**src/rtl/sis_pkg.sv**
```systemverilog
// Package: shared widths, register layout, codes and the register bundle
// for the interrupt/status unit. Assumes byte-wide host registers.
package sis_pkg;
    localparam int DW        = 8;
    localparam int CNT_W     = 16;
    localparam int AW        = 3;
    localparam int CNT_BYTES = CNT_W / DW;

    // event kind codes
    localparam logic [2:0] EV_FLUSH     = 3'd0;
    localparam logic [2:0] EV_BUS_RESET = 3'd1;
    localparam logic [2:0] EV_NO_TARGET = 3'd2;
    localparam logic [2:0] EV_BUS_SVC   = 3'd3;
    localparam logic [2:0] EV_MSG_DONE  = 3'd4;
    localparam logic [2:0] EV_XFER_DONE = 3'd5;

    // status register bit positions
    localparam int ST_INT = 7;
    localparam int ST_TC  = 4;
    localparam logic [2:0] PH_STATUS = 3'd3;

    // interrupt cause codes
    localparam logic [DW-1:0] CAUSE_FUNC_DONE = 8'h08;
    localparam logic [DW-1:0] CAUSE_BUS_SVC   = 8'h10;
    localparam logic [DW-1:0] CAUSE_DISC      = 8'h20;
    localparam logic [DW-1:0] CAUSE_BUS_RST   = 8'h80;
    localparam logic [DW-1:0] SEQ_CMD_DONE    = 8'h04;

    // read addresses
    localparam logic [AW-1:0] A_STAT  = 3'd0;
    localparam logic [AW-1:0] A_CAUSE = 3'd1;
    localparam logic [AW-1:0] A_SEQ   = 3'd2;
    localparam logic [AW-1:0] A_FLAGS = 3'd3;
    localparam logic [AW-1:0] A_CNT0  = 3'd4;
    localparam logic [AW-1:0] A_CSTAT = 3'd6;

    typedef struct packed {
        logic [DW-1:0]    stat;
        logic [DW-1:0]    cause;
        logic [DW-1:0]    seq;
        logic [DW-1:0]    flags;
        logic [CNT_W-1:0] tcnt;
        logic [DW-1:0]    cstat;
    } regs_t;
endpackage

```
**src/rtl/sis_defer.sv**
```systemverilog
// One-deep holder for a completion that arrives while the interrupt bit
// is set. Assumes int_q is the registered interrupt bit and ack is the
// cause-register read of this cycle. Emits at most one report per cycle.
module sis_defer
    import sis_pkg::*;
(
    input  logic          clk,
    input  logic          rst_n,
    input  logic          soft_rst,
    input  logic          int_q,
    input  logic          ack,
    input  logic          cmp_valid,
    input  logic [DW-1:0] cmp_status,
    output logic          report,
    output logic [DW-1:0] report_status
);
    logic          pend_q;
    logic [DW-1:0] pend_st_q;
    logic          release_now;
    logic          int_mid;
    logic          hold;
    logic          direct;

    // decide release, direct post or hold for this cycle
    always_comb begin
        release_now   = pend_q && !int_q;
        int_mid       = release_now || (int_q && !ack);
        hold          = cmp_valid && int_mid;
        direct        = cmp_valid && !int_mid;
        report        = release_now || direct;
        report_status = release_now ? pend_st_q : cmp_status;
    end

    // held completion storage
    always_ff @(posedge clk) begin
        if (!rst_n || soft_rst) begin
            pend_q    <= 1'b0;
            pend_st_q <= '0;
        end else if (hold) begin
            pend_q    <= 1'b1;
            pend_st_q <= cmp_status;
        end else if (release_now) begin
            pend_q    <= 1'b0;
        end
    end

    // completion during a pending interrupt is parked
    a_r4_hold: assert property (@(posedge clk) disable iff (!rst_n)
        (cmp_valid && int_q && !ack && !soft_rst) |=> (pend_q && pend_st_q == $past(cmp_status)));
    // a parked completion leaves once the interrupt bit is clear
    a_r5_release: assert property (@(posedge clk) disable iff (!rst_n)
        (pend_q && !int_q && !cmp_valid && !soft_rst) |=> !pend_q);
    // soft reset discards the held completion
    a_r13_drop_pend: assert property (@(posedge clk) disable iff (!rst_n)
        soft_rst |=> !pend_q);
endmodule

```
**src/rtl/sis_regs.sv**
```systemverilog
// Status, cause, sequence, flags, count and completion-status registers
// plus the data-request flop. Updates are applied in a fixed order each
// cycle: loads, acknowledge, completion post, then event, so an event
// always overrides an acknowledge in the same cycle.
module sis_regs
    import sis_pkg::*;
(
    input  logic             clk,
    input  logic             rst_n,
    input  logic             soft_rst,
    input  logic             cfg_rst_quiet,
    input  logic             ack,
    input  logic             report,
    input  logic [DW-1:0]    report_status,
    input  logic             ev_valid,
    input  logic [2:0]       ev_kind,
    input  logic [2:0]       ev_phase,
    input  logic             tc_ld,
    input  logic [CNT_W-1:0] tc_val,
    input  logic             ff_ld,
    input  logic [DW-1:0]    ff_val,
    input  logic             drq_raise,
    input  logic             drq_drop,
    output regs_t            q,
    output logic             drq_q
);
    regs_t n;
    logic  n_drq;

    // ordered next-state chain
    always_comb begin
        n     = q;
        n_drq = drq_q;
        if (tc_ld) begin
            n.tcnt        = tc_val;
            n.stat[ST_TC] = 1'b0;
        end
        if (ff_ld) begin
            n.flags = ff_val;
        end
        if (ack) begin
            n.cause        = '0;
            n.seq          = SEQ_CMD_DONE;
            n.stat[ST_TC]  = 1'b0;
            n.stat[ST_INT] = 1'b0;
        end
        if (report) begin
            n.cstat        = report_status;
            n.stat         = '0;
            n.stat[2:0]    = PH_STATUS;
            n.stat[ST_TC]  = 1'b1;
            n.stat[ST_INT] = 1'b1;
            n.cause        = CAUSE_BUS_SVC;
            n.seq          = '0;
            n.flags        = '0;
            n.tcnt         = '0;
        end
        if (ev_valid) begin
            case (ev_kind)
                EV_FLUSH: begin
                    n.cause = CAUSE_FUNC_DONE;
                    n.seq   = '0;
                    n.flags = '0;
                end
                EV_BUS_RESET: begin
                    n.cause = CAUSE_BUS_RST;
                    if (!cfg_rst_quiet) n.stat[ST_INT] = 1'b1;
                end
                EV_NO_TARGET: begin
                    n.stat         = '0;
                    n.stat[ST_INT] = 1'b1;
                    n.cause        = CAUSE_DISC;
                    n.seq          = '0;
                end
                EV_BUS_SVC: begin
                    n.stat         = '0;
                    n.stat[2:0]    = ev_phase;
                    n.stat[ST_TC]  = 1'b1;
                    n.stat[ST_INT] = 1'b1;
                    n.cause        = CAUSE_BUS_SVC | CAUSE_FUNC_DONE;
                    n.seq          = SEQ_CMD_DONE;
                end
                EV_MSG_DONE: begin
                    n.cause        = CAUSE_DISC;
                    n.seq          = '0;
                    n.flags        = '0;
                    n.stat[ST_INT] = 1'b1;
                end
                EV_XFER_DONE: begin
                    n.stat[ST_TC]  = 1'b1;
                    n.stat[ST_INT] = 1'b1;
                    n.cause        = CAUSE_BUS_SVC;
                    n.seq          = '0;
                    n.flags        = '0;
                    n.tcnt         = '0;
                end
                default: ;
            endcase
        end
        if (drq_drop)       n_drq = 1'b0;
        else if (drq_raise) n_drq = 1'b1;
    end

    // register update with hard and soft reset
    always_ff @(posedge clk) begin
        if (!rst_n || soft_rst) begin
            q     <= '0;
            drq_q <= 1'b0;
        end else begin
            q     <= n;
            drq_q <= n_drq;
        end
    end

    // the interrupt bit only rises on a posting
    a_r2_rise_cause: assert property (@(posedge clk) disable iff (!rst_n)
        $rose(q.stat[ST_INT]) |-> $past(report || ev_valid));
    // a lone acknowledge clears cause and drops the line
    a_r3_ack: assert property (@(posedge clk) disable iff (!rst_n)
        (ack && !report && !ev_valid && !soft_rst) |=>
        (!q.stat[ST_INT] && !q.stat[ST_TC] && q.cause == 8'h00 && q.seq == 8'h04));
    // posted completion register image
    a_r6_post: assert property (@(posedge clk) disable iff (!rst_n)
        (report && !ev_valid && !soft_rst) |=>
        (q.stat == 8'h93 && q.cause == 8'h10 && q.tcnt == '0 && q.flags == 8'h00));
    // quiet bus reset leaves the line low
    a_r7_quiet: assert property (@(posedge clk) disable iff (!rst_n)
        (ev_valid && ev_kind == EV_BUS_RESET && cfg_rst_quiet && !q.stat[ST_INT]
         && !report && !soft_rst) |=> !q.stat[ST_INT]);
    // flush never raises
    a_r9_flush: assert property (@(posedge clk) disable iff (!rst_n)
        (ev_valid && ev_kind == EV_FLUSH && !q.stat[ST_INT] && !report && !soft_rst)
        |=> (!q.stat[ST_INT] && q.seq == 8'h00 && q.flags == 8'h00));
    // an event beside an acknowledge wins
    a_r12_event_wins: assert property (@(posedge clk) disable iff (!rst_n)
        (ack && ev_valid && ev_kind == EV_BUS_SVC && !soft_rst) |=>
        (q.stat[ST_INT] && q.cause == 8'h18));
    // soft reset clears lines and status
    a_r13_soft: assert property (@(posedge clk) disable iff (!rst_n)
        soft_rst |=> (!q.stat[ST_INT] && !drq_q && q.stat == 8'h00));
endmodule

```
**src/rtl/sis_rdport.sv**
```systemverilog
// Host read port: registered read data and acknowledge decode. Assumes
// the register bundle is the pre-update state, so reads see old values.
module sis_rdport
    import sis_pkg::*;
(
    input  logic          clk,
    input  logic          rst_n,
    input  logic          rd_en,
    input  logic [AW-1:0] rd_addr,
    input  regs_t         q,
    output logic          ack,
    output logic [DW-1:0] rd_data
);
    logic [DW-1:0] cnt_byte [CNT_BYTES];
    logic [DW-1:0] mux;

    // slice the transfer count into readable bytes
    for (genvar i = 0; i < CNT_BYTES; i++) begin : g_cnt
        assign cnt_byte[i] = q.tcnt[i*DW +: DW];
    end

    // address decode
    always_comb begin
        ack = rd_en && (rd_addr == A_CAUSE);
        mux = '0;
        case (rd_addr)
            A_STAT:  mux = q.stat;
            A_CAUSE: mux = q.cause;
            A_SEQ:   mux = q.seq;
            A_FLAGS: mux = q.flags;
            A_CSTAT: mux = q.cstat;
            default: ;
        endcase
        for (int i = 0; i < CNT_BYTES; i++) begin
            if (rd_addr == AW'(A_CNT0 + i)) mux = cnt_byte[i];
        end
    end

    // read data register
    always_ff @(posedge clk) begin
        if (!rst_n)     rd_data <= '0;
        else if (rd_en) rd_data <= mux;
    end

    // a cause read returns the value before the acknowledge
    a_r3_old_value: assert property (@(posedge clk) disable iff (!rst_n)
        (rd_en && rd_addr == A_CAUSE) |=> (rd_data == $past(q.cause)));
endmodule

```
**src/rtl/scsi_irq_status.sv**
```systemverilog
// Top: interrupt, status and sequence unit. Wires the read port, the
// completion holder and the register block. irq is the status INT bit.
module scsi_irq_status
    import sis_pkg::*;
(
    input  logic             clk,
    input  logic             rst_n,
    input  logic             soft_rst,
    input  logic             cfg_rst_quiet,
    input  logic             ev_valid,
    input  logic [2:0]       ev_kind,
    input  logic [2:0]       ev_phase,
    input  logic             cmp_valid,
    input  logic [DW-1:0]    cmp_status,
    input  logic             tc_ld,
    input  logic [CNT_W-1:0] tc_val,
    input  logic             ff_ld,
    input  logic [DW-1:0]    ff_val,
    input  logic             drq_raise,
    input  logic             drq_drop,
    input  logic             rd_en,
    input  logic [AW-1:0]    rd_addr,
    output logic             irq,
    output logic             drq,
    output logic [DW-1:0]    rd_data
);
    regs_t         q;
    logic          ack;
    logic          report;
    logic [DW-1:0] report_status;

    sis_rdport u_rd (
        .clk     (clk),
        .rst_n   (rst_n),
        .rd_en   (rd_en),
        .rd_addr (rd_addr),
        .q       (q),
        .ack     (ack),
        .rd_data (rd_data)
    );

    sis_defer u_defer (
        .clk           (clk),
        .rst_n         (rst_n),
        .soft_rst      (soft_rst),
        .int_q         (q.stat[ST_INT]),
        .ack           (ack),
        .cmp_valid     (cmp_valid),
        .cmp_status    (cmp_status),
        .report        (report),
        .report_status (report_status)
    );

    sis_regs u_regs (
        .clk           (clk),
        .rst_n         (rst_n),
        .soft_rst      (soft_rst),
        .cfg_rst_quiet (cfg_rst_quiet),
        .ack           (ack),
        .report        (report),
        .report_status (report_status),
        .ev_valid      (ev_valid),
        .ev_kind       (ev_kind),
        .ev_phase      (ev_phase),
        .tc_ld         (tc_ld),
        .tc_val        (tc_val),
        .ff_ld         (ff_ld),
        .ff_val        (ff_val),
        .drq_raise     (drq_raise),
        .drq_drop      (drq_drop),
        .q             (q),
        .drq_q         (drq)
    );

    assign irq = q.stat[ST_INT];
endmodule

```
**config.mk**
```make
export PLATFORM = sky130hd
export DESIGN_NAME = scsi_irq_status
export DESIGN_NICKNAME = d
export VERILOG_FILES = /design/src/rtl/sis_pkg.sv /design/src/rtl/sis_defer.sv /design/src/rtl/sis_regs.sv /design/src/rtl/sis_rdport.sv /design/src/rtl/scsi_irq_status.sv
export SDC_FILE = /design/constraint.sdc
export NUM_CORES = 1
export LEC_CHECK = 0
export BUFFER_PORTS_ARGS = -buffer_cell sky130_fd_sc_hd__buf_2
export CORE_MARGIN = 8
export CORE_UTILIZATION = 57
export CTS_BUF_LIST = sky130_fd_sc_hd__clkbuf_4 sky130_fd_sc_hd__clkbuf_8
export CTS_CLUSTER_SIZE = 12
export DETAILED_ROUTE_END_ITERATION = 8
export GPL_TIMING_DRIVEN = 0
export PLACE_DENSITY = 0.83
export SETUP_SLACK_MARGIN = 0.02
export SLEW_MARGIN = 20
export SYNTH_ARGS = -nofsm -noshare
export SYNTH_HDL_FRONTEND = slang
export SYNTH_SLANG_ARGS = --single-unit
```
**constraint.sdc**
```tcl
create_clock -name clk -period 1.72 [get_ports clk]
set_input_delay 0.258 -clock clk [delete_from_list [all_inputs] [get_ports clk]]
set_output_delay 0.258 -clock clk [all_outputs]
set_load 0.02 [all_outputs]
```
==> qor.yml, run 1 <==
cp.arrival_ps: 1970
setup_violations: 0
critPathMaxFanout: 5
crit_path_start_kind: "register"
post-place-ws_ps: -128
cts_tree: "built"
h-tree-depth: 3
final.fill_count: 467
root_buffer: "clkbuf_8"
reg2reg_to: "u_regs.q[45]"
clockBufferDepth: 2
min_period_over_period: 0.977
end_kind: "register"
required_ps: 2010
p_leak_uw: 0.00170
fmax_ghz: 0.595
via_count: 2782
synth_seq_area_share: 0.446
hold_viol: 0
wire_per_inst_um: 16.0
first_pass_iters: 4
syn_to_final_growth_pct: 18.2
whs_endpoint: "u_regs.drq_q"
synth.top_cells.by_count: "dfxtp_1, nor2_1, mux2i_1"
io_buffers: 57
syn_area_um2: 3320
synth_top_area_frac: 0.446
track_usage: 0.192
placed_cell_area_um2: 3700
netlist_instances: 350
synth_seq_cells: 74
worstPathCellList: "o21ba_2 > nor4_1 > a22o_1"
synth_area_leaders: "dfxtp_1, mux2i_1, nor2_1"
syn_area_per_cell_um2: 9.49
relSlewSlack: 0.428
rsz0062_at_grt: "false"
die_w_um: 92.3
postLayoutSetupSlackWorst_ps: 40.3
p_per_area_nw_per_um2: 922
stdcell_area_um2: 3930
ys_async_sr_fraction: 0
grt_pass1_wl_mm: 13.3
vias_per_cell: 5.58
cts.sinks: 74
maxCapViolCount: 0
nets: 474
drc: 0
worst_pin_slew_ps: 849
min_path_cells: 2
io-pin-count: 62
grt.overflow.total: 0
die-area_um2: 8530
yosysTopAreaCell: "dfxtp_1"
ctsHoldBuffers: 0
synth-edff-count: 0
grt_max_degree: 13
ir_worst_vdd_uv: 609
clkLatencyLatePin_ps: 350
rows: 28
clk_pin_slew_ps: 80
finClkSkew_ps: 10.6
synth_cell_types: 47
regToRegSetupSlack_ps: 40
period_minus_slack_ps: 1680
crit_cells: 3
drt-total-wl_mm: 7.97
yosysMostFrequentCell: "dfxtp_1"
hp-start: "drq_drop"
slowest_stage: "nor4_1"
status: "complete, no violations"
slew_violations: 0
critical_path_class: "reg2reg"
drt-initial-drc-count: 144
cts-buffers-inserted: 9
core-area_um2: 5780
r2r_cells: 3
gp_congestion: 0.891
drive_gt1_frac: 0.236
min_path_type: "in2reg"
grt_pass1_vias: 2753
antenna_cells: 0
start_util: 0.575
die-height_um: 92.3
synth_flop_cell: "dfxtp_1"
reg2reg_from: "u_defer.pend_q"
dpl.hpwl_mm: 6.11
path_buf_inv: 0
yosysWarnings: 0
antenna_left: 0
critPathTopFamily: "simple AND/OR/NAND/NOR gates"
crit_path_max_incr_delay_ps: 720
synth_nets: 405
antenna_found_initial: 0
==> cells in the final DEF, fill, tap and decap left out, types with 2 or more instances in the layout <==
cell type / count
o2bb2ai_1: 3
nor2_1: 52
a31oi_1: 3
mux2i_1: 44
buf_4: 4
and3_1: 5
ha_1: 3
clkbuf_8: 11
nand4_1: 2
a311oi_1: 2
nand2b_1: 5
o221ai_1: 3
a211oi_1: 16
nor3_1: 6
inv_1: 4
clkbuf_1: 7
nand3b_1: 6
buf_2: 65
mux2_2: 4
dfxtp_1: 73
o32ai_1: 4
nor4_1: 5
clkinvlp_4: 2
nor4bb_1: 2
buf_6: 2
o21ai_0: 10
buf_1: 4
nor2b_1: 13
and2_1: 11
nand2_1: 14
a21oi_1: 14
a21o_1: 4
==> routing by layer <==
metal	vias up	routed length [um]	track usage
met5	-	0	0
met4	0	142	0.0738
met3	17	652	0.0672
met2	98	3620	0.302
met1	1282	3550	0.236
li1	1385	-	-
==> power breakdown <==
part           total [uW]  switching (uW)  internal (uW)
registers            1790            28.3           1760
clock network        1390             626            763
logic                 444             251            193
==> worst max-delay path by stage <==
stage                         from      endpoint
floorplan             u_regs.q[55]  u_regs.q[14]
global placement        rd_addr[1]  u_regs.q[16]
detailed placement      rd_addr[1]  u_regs.q[19]
CTS                   u_regs.q[55]  u_regs.q[45]
global route          u_regs.q[55]  u_regs.q[45]
finish              u_defer.pend_q  u_regs.q[45]
==> metrics by stage <==
step | util | total power [uW] | setup TNS [ps] | hold WS, ps | instances
after floorplan | - | 2110 | 0 | 337 | 350
after global placement | 0.640 | 2250 | -1310 | 424 | 482
after detailed placement | 0.640 | 2260 | -1460 | 427 | 482
after CTS | 0.676 | 3630 | 0 | 50.5 | 498
after global routing | 0.679 | 3760 | 0 | 68.8 | 499
final | 0.679 | 3620 | 0 | 63.8 | 499
==> cells by family after synthesis <==
group	Yosys count	synth area share
and+or+nand+nor	127	0.200
DFF	74	0.446
AOI/OAI and AO/OA	68	0.149
muxes	48	0.146
buffers and inverters	28	0.0426
adders and majority gates	3	0.0113
xor gates and xnor gates	2	0.00527
==> timing repair <==
| action | in CTS | in global routing |
|---|---|---|
| setup buffers | 0 | 1 |
| endpoints found under the hold margin | 0 | 0 |
| endpoints found under the setup margin | 0 | 16 |
| gates resized for setup | 0 | 2 |
==> cell type report <==
cell class / count / area, um^2 / area share
buffer: 24 / 126 / 0.0322
timing repair buffer: 58 / 293 / 0.0745
clock inverter: 4 / 50.0 / 0.0127
sequential: 74 / 1480 / 0.378
multi-input combinational: 248 / 1710 / 0.435
tap: 75 / 93.8 / 0.0239
inverter: 4 / 15.0 / 0.00382
clock buffer: 12 / 159 / 0.0405
==> worst register-to-register path, stage by stage (launching register included) <==
cell     delay [ps]
dfxtp_1         350
o21ba_2         290
nor4_1          720
a22o_1          260
==> sequential cells by signal, summed over array words and instances, names as in the netlist <==
signal,cells
u_rd.rd_data,8
u_defer.pend_st_q,8
u_regs.drq_q,1
u_defer.pend_q,1
u_regs.q,56
No activity file was read; power rests on OpenSTA's default activity.
==> inputs of run 2 (changes only) <==
CORE_MARGIN = 2   (was 8)
==> run 2 against run 1 <==
  * Die area shrank 24%
  * Critical endpoint is now u_regs.q[14]
  * Via count shrank 0.61%
  * Clock power is essentially flat
  * Non-clock buffer count shrank 1
  * Global-route usage grew 5.7 points
  * Sequential power is essentially flat
  * Clock-buffer cell count is the same
==> qor.yml, run 2 (synthesis results as in run 1) <==
clockBufferDepth: 2  # unchanged
crit_path_max_incr_delay_ps: 390  # was 720 ps
postLayoutSetupSlackWorst_ps: 108  # was 40.3 ps
finClkSkew_ps: 5.02  # was 10.6 ps
grt.overflow.total: 0  # unchanged
cts_tree: "built"  # unchanged
die_w_um: 80.3  # was 92.3 um
period_minus_slack_ps: 1610  # was 1680 ps
antenna_cells: 0  # unchanged
p_leak_uw: 0.00170  # about the same
ctsHoldBuffers: 0  # unchanged
cts.sinks: 74  # unchanged
critPathMaxFanout: 10  # was 5
syn_to_final_growth_pct: 17.8  # was 18.2%
min_period_over_period: 0.937  # was 0.977
wire_per_inst_um: 15.2  # was 16.0 um
slew_violations: 0  # unchanged
io_buffers: 57  # unchanged
reg_top3: "u_regs.q: 56 flops, u_defer.pend_st_q: 8 flops, u_rd.rd_data: 8 flops"  # unchanged
antenna_left: 0  # unchanged
crit_path_start_kind: "register"  # unchanged
die-height_um: 80.3  # was 92.3 um
largest_register: "u_regs.q"  # unchanged
track_usage: 0.249  # was 0.192
start_util: 0.596  # was 0.575
worstPathCellList: "o21ba_2 > a211oi_4 > o31ai_2 > buf_2 > nor2_1"  # was o21ba_2 > nor4_1 > a22o_1
rsz0062_at_grt: "false"  # unchanged
tns_ps: 0  # unchanged
required_ps: 2000  # was 2010 ps
dpl.hpwl_mm: 5.73  # was 6.11 mm
ir_worst_vdd_uv: 550  # was 609 uV
drive_gt1_frac: 0.236  # about the same
vias_per_cell: 5.59  # was 5.58
setup_violations: 0  # unchanged
p_per_area_nw_per_um2: 921  # was 922 nW/um^2
relSlewSlack: 0.543  # was 0.428
worst_pin_slew_ps: 686  # was 849 ps
grt_pass1_wl_mm: 12.3  # was 13.3 mm
first_pass_iters: 4  # unchanged
drc: 0  # unchanged
final.fill_count: 452  # was 467
cts-buffers-inserted: 9  # unchanged
maxCapViolCount: 0  # unchanged
final_common_cell: "dfxtp_1"  # unchanged
rows: 27  # was 28
min_path_type: "in2reg"  # unchanged
grt_pass1_vias: 2658  # was 2753
fmax_ghz: 0.620  # was 0.595 GHz
grt_max_degree: 13  # unchanged
nets: 473  # was 474
h-tree-depth: 3  # unchanged
clk_pin_slew_ps: 70  # was 80 ps
core-area_um2: 5570  # was 5780 um^2
status: "complete, no violations"  # unchanged
slowest_stage: "dfxtp_2"  # was nor4_1
critical_path_class: "reg2reg"  # unchanged
hold_viol: 0  # unchanged
largest_reg_flops: 56  # unchanged
clkLatencyLatePin_ps: 350  # about the same
die-area_um2: 6450  # was 8530 um^2
drt-total-wl_mm: 7.53  # was 7.97 mm
cp.arrival_ps: 1890  # was 1970 ps
final_cell_mix: "dfxtp_1, buf_2, nor2_1"  # unchanged
via_count: 2765  # was 2782
gp_congestion: 0.896  # was 0.891
io-pin-count: 62  # unchanged
post-place-ws_ps: -36.8  # was -128 ps
end_kind: "register"  # unchanged
root_buffer: "clkbuf_8"  # unchanged
drt-initial-drc-count: 168  # was 144
antenna_found_initial: 0  # unchanged
==> run 2: cell count changes in the layout (fill, tap and decap cells not counted), sizes merged <==
cell  change
buf       -1
==> run 2: power breakdown <==
group	total (uW)	leakage [uW]	internal, uW	switching [uW]
Combinational	443	0.000994	192	252
Clock	1370	0.000102	762	612
Sequential	1790	0.000601	1760	27.8
Total	3600	0.00170	2710	891
==> run 2: metrics by stage <==
stage | util | hold WS, ps | area (um^2) | total power, uW | std cells
finish | 0.702 | 65.3 | 3910 | 3600 | 495
global route | 0.702 | 57.4 | 3910 | 3750 | 495
CTS | 0.701 | 52.1 | 3910 | 3620 | 495
floorplan | - | 337 | 3320 | 2110 | 350
detailed placement | 0.663 | 427 | 3700 | 2260 | 479
global placement | 0.663 | 423 | 3700 | 2250 | 479
==> run 2: final timing paths <==
kind,start,to,slack (ps),depth (start not counted)
setup / recovery,u_regs.q[55],u_regs.q[14],110,5
hold / removal,drq_drop,u_regs.drq_q,70,2
setup reg to reg,u_regs.q[55],u_regs.q[14],110,5
hold reg to reg,u_rd.rd_data[4],u_rd.rd_data[4],450,1
==> run 2: layer usage <==
layer	up-vias	track usage	part of all wire
met3	15	0.0775	0.065
met1	1273	0.310	0.46
li1	1382	-	-
met4	0	0.0831	0.020
met2	95	0.409	0.46
met5	-	0	0
==> run 2: layout make-up <==
| type | count | area (um^2) | share of cell area |
|---|---|---|---|
| Clock buffer | 12 | 159 | 0.0406 |
| Tap cell | 72 | 90.1 | 0.0230 |
| Inverter | 4 | 15.0 | 0.00384 |
| Timing Repair Buffer | 57 | 285 | 0.0729 |
| Multi-Input combinational cell | 248 | 1710 | 0.436 |
| Clock inverter | 4 | 50.0 | 0.0128 |
| Sequential cell | 74 | 1480 | 0.379 |
| Buffer | 24 | 126 | 0.0323 |
==> run 2: repair_timing <==
action                                  in CTS  in global routing
buffers inserted                             0                  0
resized for setup                            0                  2
endpoints found under the hold margin        0                  0
endpoints found under the setup margin       0                 16
==> run 2: worst max-delay path, delay by kind of cell, from the launching register on <==
| kind | cells | cell delay, ps |
|---|---|---|
| and+or+nand+nor | 1 | 130 |
| AOI/OAI and AO/OA | 3 | 800 |
| DFF | 1 | 390 |
| buffers and inverters | 1 | 230 |
